$ cat src/rtl/sdram_burst_pkg.sv
`timescale 1ns/1ps
package sdram_burst_pkg;

  typedef enum logic [1:0] {
    CMD_IDLE,
    CMD_LOADMODE,
    CMD_READ,
    CMD_WRITE
  } sd_cmd_e;

  typedef struct packed {
    logic [2:0] len_code;
    logic       interleave;
    logic       cl3;
    logic       one_write;
  } sd_mode_t;

  localparam logic [2:0] LEN_FULL = 3'b111;

  localparam sd_mode_t MODE_RESET = '{len_code: 3'b000, interleave: 1'b0,
                                      cl3: 1'b1, one_write: 1'b0};

endpackage

$ cat src/rtl/sdram_cmd_decode.sv
`timescale 1ns/1ps
module sdram_cmd_decode
  import sdram_burst_pkg::*;
(
  input  logic    cs_n,
  input  logic    ras_n,
  input  logic    cas_n,
  input  logic    we_n,
  output sd_cmd_e cmd
);

  always_comb begin
    cmd = CMD_IDLE;
    if (!cs_n && !cas_n) begin
      if (!ras_n && !we_n) cmd = CMD_LOADMODE;
      else if (ras_n)      cmd = we_n ? CMD_READ : CMD_WRITE;
    end
  end

endmodule

$ cat src/rtl/sdram_mode_reg.sv
`timescale 1ns/1ps
module sdram_mode_reg
  import sdram_burst_pkg::*;
#(
  parameter int ADDR_W = 11
) (
  input  logic              clk,
  input  logic              rst_n,
  input  sd_cmd_e           cmd,
  input  logic [ADDR_W-1:0] addr,
  output sd_mode_t          mode
);

  logic unused_addr_parity;
  assign unused_addr_parity = ^addr;

  always_ff @(posedge clk or negedge rst_n) begin
    if (!rst_n) begin
      mode <= MODE_RESET;
    end else if (cmd == CMD_LOADMODE) begin
      mode.len_code   <= addr[2:0];
      mode.interleave <= addr[3];
      mode.cl3        <= (addr[6:4] != 3'd2);
      mode.one_write  <= addr[9];
    end
  end

endmodule

$ cat src/rtl/sdram_burst_gen.sv
`timescale 1ns/1ps
module sdram_burst_gen
  import sdram_burst_pkg::*;
#(
  parameter int COL_W = 4
) (
  input  logic             clk,
  input  logic             rst_n,
  input  sd_cmd_e          cmd,
  input  logic [COL_W-1:0] start_col,
  input  sd_mode_t         mode,
  output logic             slot_act,
  output logic             slot_wr,
  output logic [COL_W-1:0] slot_col
);

  function automatic logic [COL_W-1:0] len_m1(input logic [2:0] code);
    case (code)
      3'b001:  return COL_W'(1);
      3'b010:  return COL_W'(3);
      3'b011:  return COL_W'(7);
      default: return '0;
    endcase
  endfunction

  function automatic logic [COL_W-1:0] col_of(input logic [COL_W-1:0] base,
                                               input logic [COL_W-1:0] step,
                                               input logic [COL_W-1:0] mask,
                                               input logic             inter);
    logic [COL_W-1:0] low;
    low = inter ? (base ^ step) : (base + step);
    return (base & ~mask) | (low & mask);
  endfunction

  logic             act_q, wr_q, full_q, inter_q;
  logic [COL_W-1:0] start_q, cnt_q, lenm1_q;
  logic             is_rw, is_wr, new_full;
  logic [COL_W-1:0] new_lenm1, run_mask;

  always_comb begin
    is_rw     = (cmd == CMD_READ) || (cmd == CMD_WRITE);
    is_wr     = (cmd == CMD_WRITE);
    new_full  = (mode.len_code == LEN_FULL) && !(is_wr && mode.one_write);
    new_lenm1 = (is_wr && mode.one_write) ? '0 : len_m1(mode.len_code);
    run_mask  = full_q ? '1 : lenm1_q;
  end

  always_comb begin
    slot_act = 1'b0;
    slot_wr  = 1'b0;
    slot_col = start_col;
    if (is_rw) begin
      slot_act = 1'b1;
      slot_wr  = is_wr;
    end else if (act_q && cmd != CMD_LOADMODE) begin
      slot_act = 1'b1;
      slot_wr  = wr_q;
      slot_col = col_of(start_q, cnt_q, run_mask, inter_q && !full_q);
    end
  end

  always_ff @(posedge clk or negedge rst_n) begin
    if (!rst_n) begin
      act_q   <= 1'b0;
      wr_q    <= 1'b0;
      full_q  <= 1'b0;
      inter_q <= 1'b0;
      start_q <= '0;
      cnt_q   <= '0;
      lenm1_q <= '0;
    end else if (is_rw) begin
      act_q   <= new_full || (new_lenm1 != '0);
      wr_q    <= is_wr;
      full_q  <= new_full;
      inter_q <= mode.interleave;
      start_q <= start_col;
      cnt_q   <= COL_W'(1);
      lenm1_q <= new_lenm1;
    end else if (cmd == CMD_LOADMODE) begin
      act_q <= 1'b0;
    end else if (act_q) begin
      cnt_q <= cnt_q + COL_W'(1);
      if (!full_q && cnt_q == lenm1_q) act_q <= 1'b0;
    end
  end

  AST_ONE_WRITE: assert property (@(posedge clk) disable iff (!rst_n)
    (cmd == CMD_WRITE && mode.one_write) |=> !act_q);
  AST_FULL_RUN: assert property (@(posedge clk) disable iff (!rst_n)
    (act_q && full_q && cmd == CMD_IDLE) |=> act_q);
  AST_BURST_END: assert property (@(posedge clk) disable iff (!rst_n)
    (act_q && !full_q && cnt_q == lenm1_q && cmd == CMD_IDLE) |=> !act_q);
  AST_MODE_STOP: assert property (@(posedge clk) disable iff (!rst_n)
    (cmd == CMD_LOADMODE) |=> !act_q);

endmodule

$ cat src/rtl/sdram_word_array.sv
`timescale 1ns/1ps
module sdram_word_array #(
  parameter int DATA_W = 8,
  parameter int COL_W  = 4
) (
  input  logic              clk,
  input  logic              wr_en,
  input  logic [COL_W-1:0]  col,
  input  logic [DATA_W-1:0] wdata,
  output logic [DATA_W-1:0] rdata
);

  localparam int WORDS = 1 << COL_W;

  logic [DATA_W-1:0] cells [WORDS];

  always_ff @(posedge clk) begin
    if (wr_en) cells[col] <= wdata;
  end

  assign rdata = cells[col];

endmodule

$ cat src/rtl/sdram_read_pipe.sv
`timescale 1ns/1ps
module sdram_read_pipe #(
  parameter int DATA_W = 8,
  parameter int MAX_CL = 3
) (
  input  logic              clk,
  input  logic              rst_n,
  input  logic              fetch_v,
  input  logic [DATA_W-1:0] fetch_d,
  input  logic              dqm,
  input  logic              cl3,
  output logic              rd_valid,
  output logic [DATA_W-1:0] rd_data
);

  logic [MAX_CL:1]   v_q;
  logic [DATA_W-1:0] d_q [1:MAX_CL];
  logic [1:0]        dqm_q;
  logic [1:0]        age_q;
  logic              tap_v;
  logic [DATA_W-1:0] tap_d;

  always_ff @(posedge clk or negedge rst_n) begin
    if (!rst_n) begin
      v_q   <= '0;
      dqm_q <= '0;
      age_q <= '0;
    end else begin
      v_q[1] <= fetch_v;
      for (int i = 2; i <= MAX_CL; i++) v_q[i] <= v_q[i-1];
      dqm_q <= {dqm_q[0], dqm};
      if (age_q != 2'd3) age_q <= age_q + 2'd1;
    end
  end

  always_ff @(posedge clk) begin
    d_q[1] <= fetch_d;
    for (int i = 2; i <= MAX_CL; i++) d_q[i] <= d_q[i-1];
  end

  generate
    if (MAX_CL >= 3) begin : g_tap
      always_comb begin
        tap_v = cl3 ? v_q[3] : v_q[2];
        tap_d = cl3 ? d_q[3] : d_q[2];
      end
    end else begin : g_tap_short
      always_comb begin
        tap_v = v_q[MAX_CL];
        tap_d = d_q[MAX_CL];
      end
    end
  endgenerate

  assign rd_valid = tap_v && !dqm_q[1];
  assign rd_data  = rd_valid ? tap_d : '0;

  AST_READ_MASK: assert property (@(posedge clk) disable iff (!rst_n)
    (age_q >= 2'd2 && $past(dqm, 2)) |-> !rd_valid);
  AST_IDLE_ZERO: assert property (@(posedge clk) disable iff (!rst_n)
    !rd_valid |-> (rd_data == '0));

endmodule

$ cat src/rtl/sdram_burst_dp.sv
`timescale 1ns/1ps
module sdram_burst_dp
  import sdram_burst_pkg::*;
#(
  parameter int DATA_W = 8,
  parameter int COL_W  = 4,
  parameter int ADDR_W = 11,
  parameter int MAX_CL = 3
) (
  input  logic              clk,
  input  logic              rst_n,
  input  logic              cs_n,
  input  logic              ras_n,
  input  logic              cas_n,
  input  logic              we_n,
  input  logic [ADDR_W-1:0] addr,
  input  logic              dqm,
  input  logic [DATA_W-1:0] wr_data,
  output logic              rd_valid,
  output logic [DATA_W-1:0] rd_data
);

  sd_cmd_e           cmd;
  sd_mode_t          mode;
  logic              slot_act, slot_wr, cell_we, fetch_v;
  logic [COL_W-1:0]  slot_col;
  logic [DATA_W-1:0] cell_q;
  logic [1:0]        quiet_q;

  sdram_cmd_decode u_dec (
    .cs_n(cs_n), .ras_n(ras_n), .cas_n(cas_n), .we_n(we_n), .cmd(cmd)
  );

  sdram_mode_reg #(.ADDR_W(ADDR_W)) u_mode (
    .clk(clk), .rst_n(rst_n), .cmd(cmd), .addr(addr), .mode(mode)
  );

  sdram_burst_gen #(.COL_W(COL_W)) u_gen (
    .clk(clk), .rst_n(rst_n), .cmd(cmd), .start_col(addr[COL_W-1:0]),
    .mode(mode), .slot_act(slot_act), .slot_wr(slot_wr), .slot_col(slot_col)
  );

  assign cell_we = slot_act && slot_wr && !dqm;
  assign fetch_v = slot_act && !slot_wr;

  sdram_word_array #(.DATA_W(DATA_W), .COL_W(COL_W)) u_cells (
    .clk(clk), .wr_en(cell_we), .col(slot_col), .wdata(wr_data), .rdata(cell_q)
  );

  sdram_read_pipe #(.DATA_W(DATA_W), .MAX_CL(MAX_CL)) u_rpipe (
    .clk(clk), .rst_n(rst_n), .fetch_v(fetch_v), .fetch_d(cell_q),
    .dqm(dqm), .cl3(mode.cl3), .rd_valid(rd_valid), .rd_data(rd_data)
  );

  always_ff @(posedge clk or negedge rst_n) begin
    if (!rst_n)                     quiet_q <= '0;
    else if (cmd == CMD_LOADMODE)   quiet_q <= '0;
    else if (quiet_q != 2'd3)       quiet_q <= quiet_q + 2'd1;
  end

  AST_LAT_CL2: assert property (@(posedge clk) disable iff (!rst_n)
    (quiet_q == 2'd3 && !mode.cl3 && rd_valid) |-> $past(fetch_v, 2));
  AST_LAT_CL3: assert property (@(posedge clk) disable iff (!rst_n)
    (quiet_q == 2'd3 && mode.cl3 && rd_valid) |-> $past(fetch_v, 3));
  AST_WR_BLOCKED: assert property (@(posedge clk) disable iff (!rst_n)
    (slot_wr && dqm) |-> !cell_we);

endmodule

$ cat config.mk
export PLATFORM = sky130hd
export DESIGN_NAME = sdram_burst_dp
export DESIGN_NICKNAME = d
export VERILOG_FILES = /design/src/rtl/sdram_burst_pkg.sv /design/src/rtl/sdram_cmd_decode.sv /design/src/rtl/sdram_mode_reg.sv /design/src/rtl/sdram_burst_gen.sv /design/src/rtl/sdram_word_array.sv /design/src/rtl/sdram_read_pipe.sv /design/src/rtl/sdram_burst_dp.sv
export SDC_FILE = /design/constraint.sdc
export NUM_CORES = 1
export LEC_CHECK = 0
export ABC_CLOCK_PERIOD_IN_PS = 7750
export BUFFER_PORTS_ARGS = -buffer_cell sky130_fd_sc_hd__buf_2
export CAP_MARGIN = 20
export CORE_ASPECT_RATIO = 1.5
export CORE_MARGIN = 2
export CORE_UTILIZATION = 60
export CTS_CLUSTER_SIZE = 28
export DETAILED_ROUTE_END_ITERATION = 6
export MAX_ROUTING_LAYER = met4
export PLACE_DENSITY = 0.86
export SLEW_MARGIN = 20
export SYNTH_ARGS = -nofsm -noshare
export SYNTH_HDL_FRONTEND = slang
export SYNTH_HIERARCHICAL = 1
export SYNTH_SLANG_ARGS = --single-unit
$ cat constraint.sdc
create_clock -name clk -period 7.75 [get_ports clk]
set_input_delay 1.1625 -clock clk [delete_from_list [all_inputs] [get_ports clk]]
set_output_delay 1.1625 -clock clk [all_outputs]
set_load 0.05 [all_outputs]
---- Word level (Yosys, flattened, before mapping) ----
Memory sizes are Yosys's and may differ from the RTL's.
Cells that the tools add are included.
word-level totals
  flip-flop bits (word level) ............. 27
  RAM bits ................................ 152
  input port bits ......................... 26
  output and inout bits ................... 9
  word-level logic and storage cells ...... 84
  memories kept ........................... 2
cells by class
  $add $sub $neg .......................... 2
  equal/unequal tests ..................... 11
  mux-type cells .......................... 26
  bitwise operators ....................... 5
  reductions and logical operators ........ 25
memory list
  name           words  bits a word  read ports  clocked after Yosys merged registers in  wr ports  RTL line                source
  u_cells.cells  16     8            1           0                                        1         sdram_word_array.sv:15  logic [DATA_W-1:0] cells [WORDS];
  u_rpipe.d_q    3      8            3           0                                        3         sdram_read_pipe.sv:17   logic [DATA_W-1:0] d_q [1:MAX_CL];
operator list
  kind                   count
  $mux W4                7
  $mux W8                2
  $mux W1                12
  $logic_and A1 B1 Y1    11
  $logic_not A1 Y1       9
  $pmux W3 S3            1
  $and A4 B4 Y4          2
  $eq A3 B2 Y1 const B   2
  $mux W2                3
  $add A4 B1 Y4 const B  1
  $add A4 B4 Y4          1
  $eq A2 B2 Y1 const B   2
  $eq A4 B4 Y1           1
  $ne A2 B1 Y1 const B   2
  $not A4 Y4             1
  $or A4 B4 Y4           1
  $reduce_bool A4 Y1     1
  $xor A4 B4 Y4          1
  $eq A3 B1 Y1 const B   1
  $eq A3 B3 Y1 const B   1
  $mux W3                1
  $ne A3 B2 Y1 const B   1
  $eq A2 B1 Y1 const B   1
  $logic_or A1 B1 Y1     2
  other kinds (2)        2

---- Longest topological paths before layout ----
Gate-level depths: netlist of the first run.
  depth after elaboration ................. 12
  mapped depth ............................ 11
  mapped depth without buffers ............ 10

---- Hierarchy ----
The synthesis of the first run kept the hierarchy.
modules (own cells, without submodules)
  module            instances  cells each  area an instance (um2)  seq. area each (um2)
  sdram_word_array  1          222         4907.2                  3843.7
  sdram_burst_gen   1          99          914.6                   375.4
  sdram_read_pipe   1          59          787.0                   605.6
  sdram_mode_reg    1          15          239.0                   151.4
  sdram_cmd_decode  1          2           22.5                    0.0
  sdram_burst_dp    1          2           18.8                    0.0

---- Worst setup path after synthesis of the first run ----
OpenSTA, ideal clock, no wires.
  path type ............................... input to register
  start ................................... input cas_n
  end ..................................... memory u_cells.cells[0][0] (enable)
  setup time .............................. 0.383 ns
  arrival ................................. 3.307 ns
  data required time ...................... 7.367 ns
  setup slack ............................. 4.060 ns
  cell stages on the path ................. 6
  buffers on the path ..................... 1
  cells stage by stage .................... nor3b_2 clkbuf_1 nand2b_1 o21ai_0 or3b_2 nor3_1
on the way
  elaborated cells on any way between the ends .. 18
  classes of those cells .................. eq/ne (3); mux (9); reduce/logical (6)
RTL lines
  element                RTL line                source
  start: declaration     sdram_burst_dp.sv:14    input logic cas_n,
  $logic_not A1 Y1 *     sdram_cmd_decode.sv:14  if (!cs_n && !cas_n) begin
  $logic_and A1 B1 Y1 *  sdram_cmd_decode.sv:14
  $mux W2 *              sdram_cmd_decode.sv:14
  $ne A2 B1 Y1           sdram_burst_gen.sv:55   end else if (act_q && cmd != CMD_LOADMODE) begin
  $logic_and A1 B1 Y1    sdram_burst_gen.sv:55
  $mux W4                sdram_burst_gen.sv:55
  $mux W4 *              sdram_burst_gen.sv:52   if (is_rw) begin
  via slot_col[2]        sdram_burst_dp.sv:26    logic [COL_W-1:0] slot_col;
  end: declaration       sdram_word_array.sv:15
The timed path passes the listed nets; every way through them passes the cells marked *.

---- Worst setup path in the final report of the first run ----
  start ................................... input cas_n
  end ..................................... memory u_cells.cells[14][6] (enable)
on the way
  elaborated cells on any way between the ends .. 18
  classes of those cells .................. eq/ne (3); mux (9); reduce/logical (6)
RTL lines
  element                RTL line                source
  $logic_not A1 Y1 *     sdram_cmd_decode.sv:14
  $logic_and A1 B1 Y1 *  sdram_cmd_decode.sv:14
  $mux W2 *              sdram_cmd_decode.sv:14
  via cmd[0]             sdram_burst_dp.sv:23    sd_cmd_e cmd;
  $ne A2 B1 Y1           sdram_burst_gen.sv:55
  $logic_and A1 B1 Y1    sdram_burst_gen.sv:55
  $mux W4                sdram_burst_gen.sv:55
  $mux W4 *              sdram_burst_gen.sv:52
  via slot_col[2]        sdram_burst_dp.sv:26
Marked as above.

==> results.cfg, run 1 <==
[global_route]
antenna_found_initial = 0
grt_pass1_vias = 3687
grt_start_max_net_pins = 40
grt_residual_overflow = 0
total_global_routing_track_utilization_pct = 23.1
grt_pass1_wl_um = 20100

[synth]
synth_enable_flop_cells = 128
synth_seq_cells = 178
syn-mean-instance-area_um2 = 17.3
synth_async_sr_flop_share_pct = 14.6
netlist.top_cell.by_area = edfxtp_1
synth_warnings = 6
yosysTopAreaCellShare_pct = 55.8
yosys.cell_types.count = 48
yosys_most_used_dff = edfxtp_1
synth-seq-area-share_pct = 72.2
yosys.cell_count.top_type = edfxtp_1
synth_cell_count_leaders = edfxtp_1, mux4_2, dfrtp_1
synth_top_cells_by_area = edfxtp_1, mux4_2, dfrtp_1
synth_nets = 430
synth_area_mm2 = 0.00689
postSynthCellCount = 399

[critical_path]
ff2ff_setup_slack_ps = 4040
worst-path-max-fanout = 8
crit_chain = buf_2 -> nor3_2 -> nor2b_1 -> nand2b_1 -> o21ai_0 -> nand3_1 -> nor2_1
crit_path_start_kind = input port
critPathArrivalTime_ps = 4010
count_of_cells_along_the_worst_register_to_register_path = 9
worst_path_max_delay_cell = o21ai_0
cp.required_ps = 7800
critical_path.reg2reg.endpoint = u_cells/cells[14][6]$_DFFE_PP_
critPathMaxStageDelay_ps = 780
rr_startpoint = u_gen/cnt_q[0]$_DFFE_PN0P_
setup.worst_path.end_class = flop
setup.worst_path.class = in -> reg

[routing]
routed_wl_um = 12800
routedWlPerCell_um = 21.4
number_of_iterations_in_the_first_detailed_routing_pass = 5
detail-route-antenna-nets = 0
detail_route.drc_violations = 0
drt_iter0_drc = 292
route.vias.total = 3612
drt-vias-per-instance = 6.06

[placement]
dpl.hpwl_um = 8250
place_inst = 564
post_dp_cell_area_mm2 = 0.00720
io_buffers = 31
place_congestion = 0.865

[sta]
final_period_minus_worst_setup_slack_ps = 3960
clock-skew-final_ps = 7.61
final.setup.tns_ps = 0
grt_setup_unrepaired = no
worst_slew_margin_rel_pct = 34.4
finalCritPeriodShare_pct = 51.1
max_freq_mhz = 252
tightestPinTransition_ps = 980
timing.final.setup_violations = 0
final_hold_violating_endpoints = 0
slew_violations = 0

[clock_network]
clock_path_buffers = 2
cts_tree = yes
post_cts_hold_buffer_count = 0
numCtsBuffers = 17
postCtsResizedCells = 0
clock_tree.htree_level_count = 4
post_cts_buffers = 0
clk-insertion-delay-late_ps = 430
ctsRootBufferMaster = clkbuf_16
clkSinkCount = 178
worst_setup_hold_path_clk_slew_ps = 70

[floorplanning]
std_cell_rows = 47
initial_core_util_pct = 62.0
io_pins = 35
dieWidth_um = 91.5
die_span_in_y_um = 135
coreArea_mm2 = 0.0111
dieArea_mm2 = 0.0124

[worst_hold_path]
endpoint_of_the_worst_hold_path = u_rpipe/d_q[0][12]$_DFF_P_
worstHoldPathType = reg -> reg
beginning_of_the_worst_hold_path = u_rpipe/d_q[0][4]$_DFF_P_
worst_hold_path.num_cells = 0

[power_and_ir_drop]
power_frac_clock_pct = 34.2
power.combinational.fraction_pct = 16.5
power_density_relative_to_cell_area_mw_per_mm2 = 308
power.share.switching_pct = 27.6
seq_power_share_pct = 49.4
internal_power_w = 0.00174
vdd_drop_max_mv = 0.194
power.net_switching_w = 0.000660
total_power_w = 0.00240
cellLeakagePower_nw = 2.73

[layout]
area.growth.synth_to_final_pct = 12.8
final.fill_count = 669
finalInstanceArea_mm2 = 0.00777
num_antenna_cells = 0
final_non_filler_cells = 596
post-route-util_pct = 69.9
multiInputGateArea_mm2 = 0.00180
register_area_mm2 = 0.00498
finalNetCount = 467
drive_above_1_share_pct = 27.2

[outcome]
outcome = completed

[flow_run]
max_cap_violations = 0
==> cells in the final DEF, fill, tap and decap left out, types with 2 or more instances in the layout <==
cell type | synthesis | final
edfxtp_1 | 128 | 128
mux4_2 | 32 | 32
buf_2 | 5 | 31
dfrtp_1 | 25 | 25
dfxtp_1 | 24 | 24
nor2_1 | 23 | 23
nand2_1 | 19 | 19
clkbuf_16 | 0 | 18
a22oi_1 | 16 | 16
nand3_1 | 13 | 13
mux2_2 | 11 | 11
nand3b_1 | 10 | 10
a21oi_1 | 10 | 10
inv_1 | 9 | 9
buf_4 | 1 | 6
nand2b_1 | 5 | 5
o21ai_0 | 7 | 5
nor2b_1 | 4 | 4
o22ai_1 | 4 | 4
ha_1 | 4 | 4
inv_8 | 0 | 3
inv_6 | 0 | 3
nor3_1 | 4 | 3
mux2i_1 | 3 | 3
xnor2_1 | 3 | 3
xor2_1 | 3 | 3
inv_4 | 0 | 2
clkinv_4 | 0 | 2
and2_1 | 2 | 2
nor3_2 | 1 | 2
a31oi_1 | 2 | 2
o21ai_4 | 0 | 2
==> final cells by class <==
cell class                      count  area share, %
Multi-Input combinational cell    193           23.2
Sequential cell                   178           64.0
Clock buffer                       20           5.94
Inverter                            9          0.435
Clock inverter                     12           1.47
Tap cell                          147           2.37
Timing Repair Buffer               37           2.58
==> through the flow <==
stage / setup WS [ps] / hold WS, ps
2_1_floorplan: 4060 / 310
3_3_place_gp: 3270 / 311
3_5_place_dp: 3360 / 315
4_1_cts: 3840 / 331
5_1_grt: 3590 / 332
6_report: 3790 / 329
==> critical path: cells and delay by family <==
| kind | cells | cell delay, ps |
|---|---|---|
| buf+inv | 1 | 110 |
| compound gates | 1 | 780 |
| simple gates | 5 | 1960 |
==> cells by family (layout without fill, tap and decap cells) <==
logic type,after synthesis,in the layout,synth area share [%]
buffers and inverters,28,78,2.02
xor gates and xnor gates,6,6,0.763
muxes,46,46,12.7
DFF,178,178,72.2
and+or+nand+nor,91,91,6.97
AOI/OAI and AO/OA,44,44,4.16
adders and majority gates,6,6,1.16
==> routing by layer <==
| layer | vias to the layer above | global-route usage (%) | share of wire, % |
|---|---|---|---|
| met3 | 28 | 6.34 | 5.5 |
| met5 | - | - | 0 |
| met1 | 1826 | 26.1 | 38 |
| li1 | 1624 | - | - |
| met4 | 0 | 10.0 | 2.7 |
| met2 | 134 | 38.6 | 54 |
==> worst max-delay path by stage <==
stage,from,end
floorplan,cas_n,u_cells/cells[0][0]$_DFFE_PP_
global placement,cas_n,u_cells/cells[0][7]$_DFFE_PP_
detailed placement,cas_n,u_cells/cells[9][3]$_DFFE_PP_
CTS,cas_n,u_cells/cells[9][4]$_DFFE_PP_
global route,cas_n,u_cells/cells[12][3]$_DFFE_PP_
finish,cas_n,u_cells/cells[14][6]$_DFFE_PP_
==> power groups by stage <==
| stage | Sequential [W] | Combinational [W] | Clock, W |
|---|---|---|---|
| floorplan | 0.00117 | 0.000312 | 0 |
| global placement | 0.00119 | 0.000372 | 0 |
| detailed placement | 0.00120 | 0.000389 | 0 |
| CTS | 0.00118 | 0.000395 | 0.000830 |
| global route | 0.00119 | 0.000432 | 0.000868 |
| finish | 0.00118 | 0.000394 | 0.000819 |
==> registers in the layout, indices dropped and copies added, names as in the netlist, 2 cells and up <==
signal / cells
u_rpipe/v_q: 3
u_gen/cnt_q: 4
u_rpipe/d_q: 24
u_gen/start_q: 4
u_mode/mode: 6
u_rpipe/dqm_q: 2
u_cells/cells: 128
u_gen/lenm1_q: 3
Note: power is estimated with default switching activity, not from simulation.
==> run 2: changes to the inputs <==
Settings changed: ABC_CLOCK_PERIOD_IN_PS 7750 to 3950.
Clock period 7.75 ns to 3.95 ns, I/O delays scaled along.
==> run 2 against run 1 <==
Effect of this change: die area did not move; register-to-register slack got worse by 3600 ps; first-iteration DRC count rose by 24%; global-route usage rose by 1.4 points; sequential share of layout area fell by 1.1 points; clock-buffer cell count fell by 2; largest cell class unchanged; largest power group unchanged.
==> results.cfg, run 2 (synthesis results as in run 1) <==
[routing]
routed_wl_um = 13900
detail-route-antenna-nets = 0
drt_iter0_drc = 363
route.vias.total = 3773
number_of_iterations_in_the_first_detailed_routing_pass = 5
detail_route.drc_violations = 0
drt-vias-per-instance = 6.18
routedWlPerCell_um = 22.7

[floorplanning]
initial_core_util_pct = 62.0
coreArea_mm2 = 0.0111
die_span_in_y_um = 135
dieArea_mm2 = 0.0124
dieWidth_um = 91.5
std_cell_rows = 47
io_pins = 35

[clock_network]
clkSinkCount = 178
worst_setup_hold_path_clk_slew_ps = 70
post_cts_hold_buffer_count = 0
numCtsBuffers = 17
clk-insertion-delay-late_ps = 420
clock_path_buffers = 2
ctsRootBufferMaster = clkbuf_16
cts_tree = yes
post_cts_buffers = 0
clock_tree.htree_level_count = 4
postCtsResizedCells = 0

[layout]
drive_above_1_share_pct = 29.5
reg_top3 = u_cells/cells (128), u_rpipe/d_q (24), u_mode/mode (6)
final_non_filler_cells = 611
num_antenna_cells = 0
layout_common_cells = edfxtp_1, mux4_2, buf_2, dfrtp_1, dfxtp_1
area.growth.synth_to_final_pct = 14.8
largest_register_ffs = 128
finalNetCount = 482
final.fill_count = 645
layout.cells.most_common = edfxtp_1
post-route-util_pct = 71.1
registers.top_by_ff_count = u_cells/cells

[global_route]
groute.layer.met3.usage_pct = 5.62
globalRouteMet2Util_pct = 44.0
grt_start_max_net_pins = 35
grt_pass1_vias = 3927
grt_pass1_wl_um = 21300
global_route.usage.met1_pct = 26.0
antenna_found_initial = 0
grt_residual_overflow = 0
total_global_routing_track_utilization_pct = 24.5
most_congested_layer_reported_by_global_routing = met2

[power_and_ir_drop]
power_density_relative_to_cell_area_mw_per_mm2 = 598
vdd_drop_max_mv = 0.439
cellLeakagePower_nw = 2.82

[sta]
clock-skew-final_ps = 5.99
slew_violations = 0
final.setup.tns_ps = 0
timing.hold.ws_ps = 161
tightestPinTransition_ps = 901
grt_setup_unrepaired = no
final_hold_violating_endpoints = 0
final_period_minus_worst_setup_slack_ps = 3520
finalCritPeriodShare_pct = 89.0
max_freq_mhz = 284
timing.final.setup_violations = 0
worst_slew_margin_rel_pct = 39.7

[critical_path]
worst_path_max_delay_cell = or3b_2
setup.worst_path.class = reg -> reg
setup.worst_path.end_class = flop
worst-path-max-fanout = 8
critPathArrivalTime_ps = 3640
cp.required_ps = 4070
crit_path_start_kind = flop
critPathMaxStageDelay_ps = 530
crit_chain = ha_1 -> inv_1 -> fa_1 -> a221o_2 -> o21ai_0 -> o21ai_0 -> buf_4 -> or3b_2 -> nor3_1 -> buf_4

[placement]
place_inst = 578
place_congestion = 0.856
dpl.hpwl_um = 8760
io_buffers = 31

[flow_run]
max_cap_violations = 0

[worst_hold_path]
worstHoldPathType = in -> async

[outcome]
outcome = completed
-- run 2: stage by stage --
stage               setup WS [ps]  cell area [µm²]  total power, W
finish                        434             7910         0.00473
CTS                           314             7870         0.00473
global placement              406             7320         0.00310
floorplan                     764             6890         0.00292
detailed placement            276             7320         0.00316
global route                  364             7910         0.00491
-- run 2: routing by layer --
layer	share of wire, %	wire, µm	vias up
met5	0	0	-
met2	57	7920	140
li1	-	-	1656
met3	4.0	558	38
met4	2.8	382	0
met1	36	5010	1939
-- run 2: worst paths after layout --
kind,start,to,slack [ps],cells past startpoint
worst min register to register,u_rpipe/d_q[0][4]$_DFF_P_,u_rpipe/d_q[0][12]$_DFF_P_,330,0
worst min-delay path,rst_n,u_gen/lenm1_q[2]$_DFFE_PN0N_,160,1
worst max-delay path,u_gen/cnt_q[0]$_DFFE_PN0P_,u_cells/cells[0][4]$_DFFE_PP_,430,10
max in group asynchronous,rst_n,u_rpipe/v_q[1]$_DFF_PN0_,3410,1
min in group clk,dqm,u_rpipe/dqm_q[0]$_DFF_PN0_,300,1
worst max register to register,u_gen/cnt_q[0]$_DFFE_PN0P_,u_cells/cells[0][4]$_DFFE_PP_,430,10
-- run 2: final cells by class --
cell class | instances | area, µm² | area share [%]
well taps | 147 | 184 | 2.33
clock buffers | 18 | 439 | 5.55
multi-input cells | 193 | 1800 | 22.8
repair buffers | 52 | 358 | 4.53
flip-flops and latches | 178 | 4980 | 62.9
inverters | 9 | 33.8 | 0.427
clock inverters | 14 | 114 | 1.44
-- run 2: where the power goes --
| group | internal [W] | switching (W) |
|---|---|---|
| logic | 0.000372 | 0.000462 |
| registers | 0.00219 | 0.000132 |
| clock network | 0.000841 | 0.000728 |
-- run 2: critical path: cells and delay by family, from the launching register on --
kind | cells | cell delay (ps)
adder cells (fa/ha/maj) | 2 | 620
flip-flops | 1 | 460
AND/OR/NAND/NOR | 2 | 800
buffers and inverters | 3 | 560
AO/OA/AOI/OAI | 3 | 750
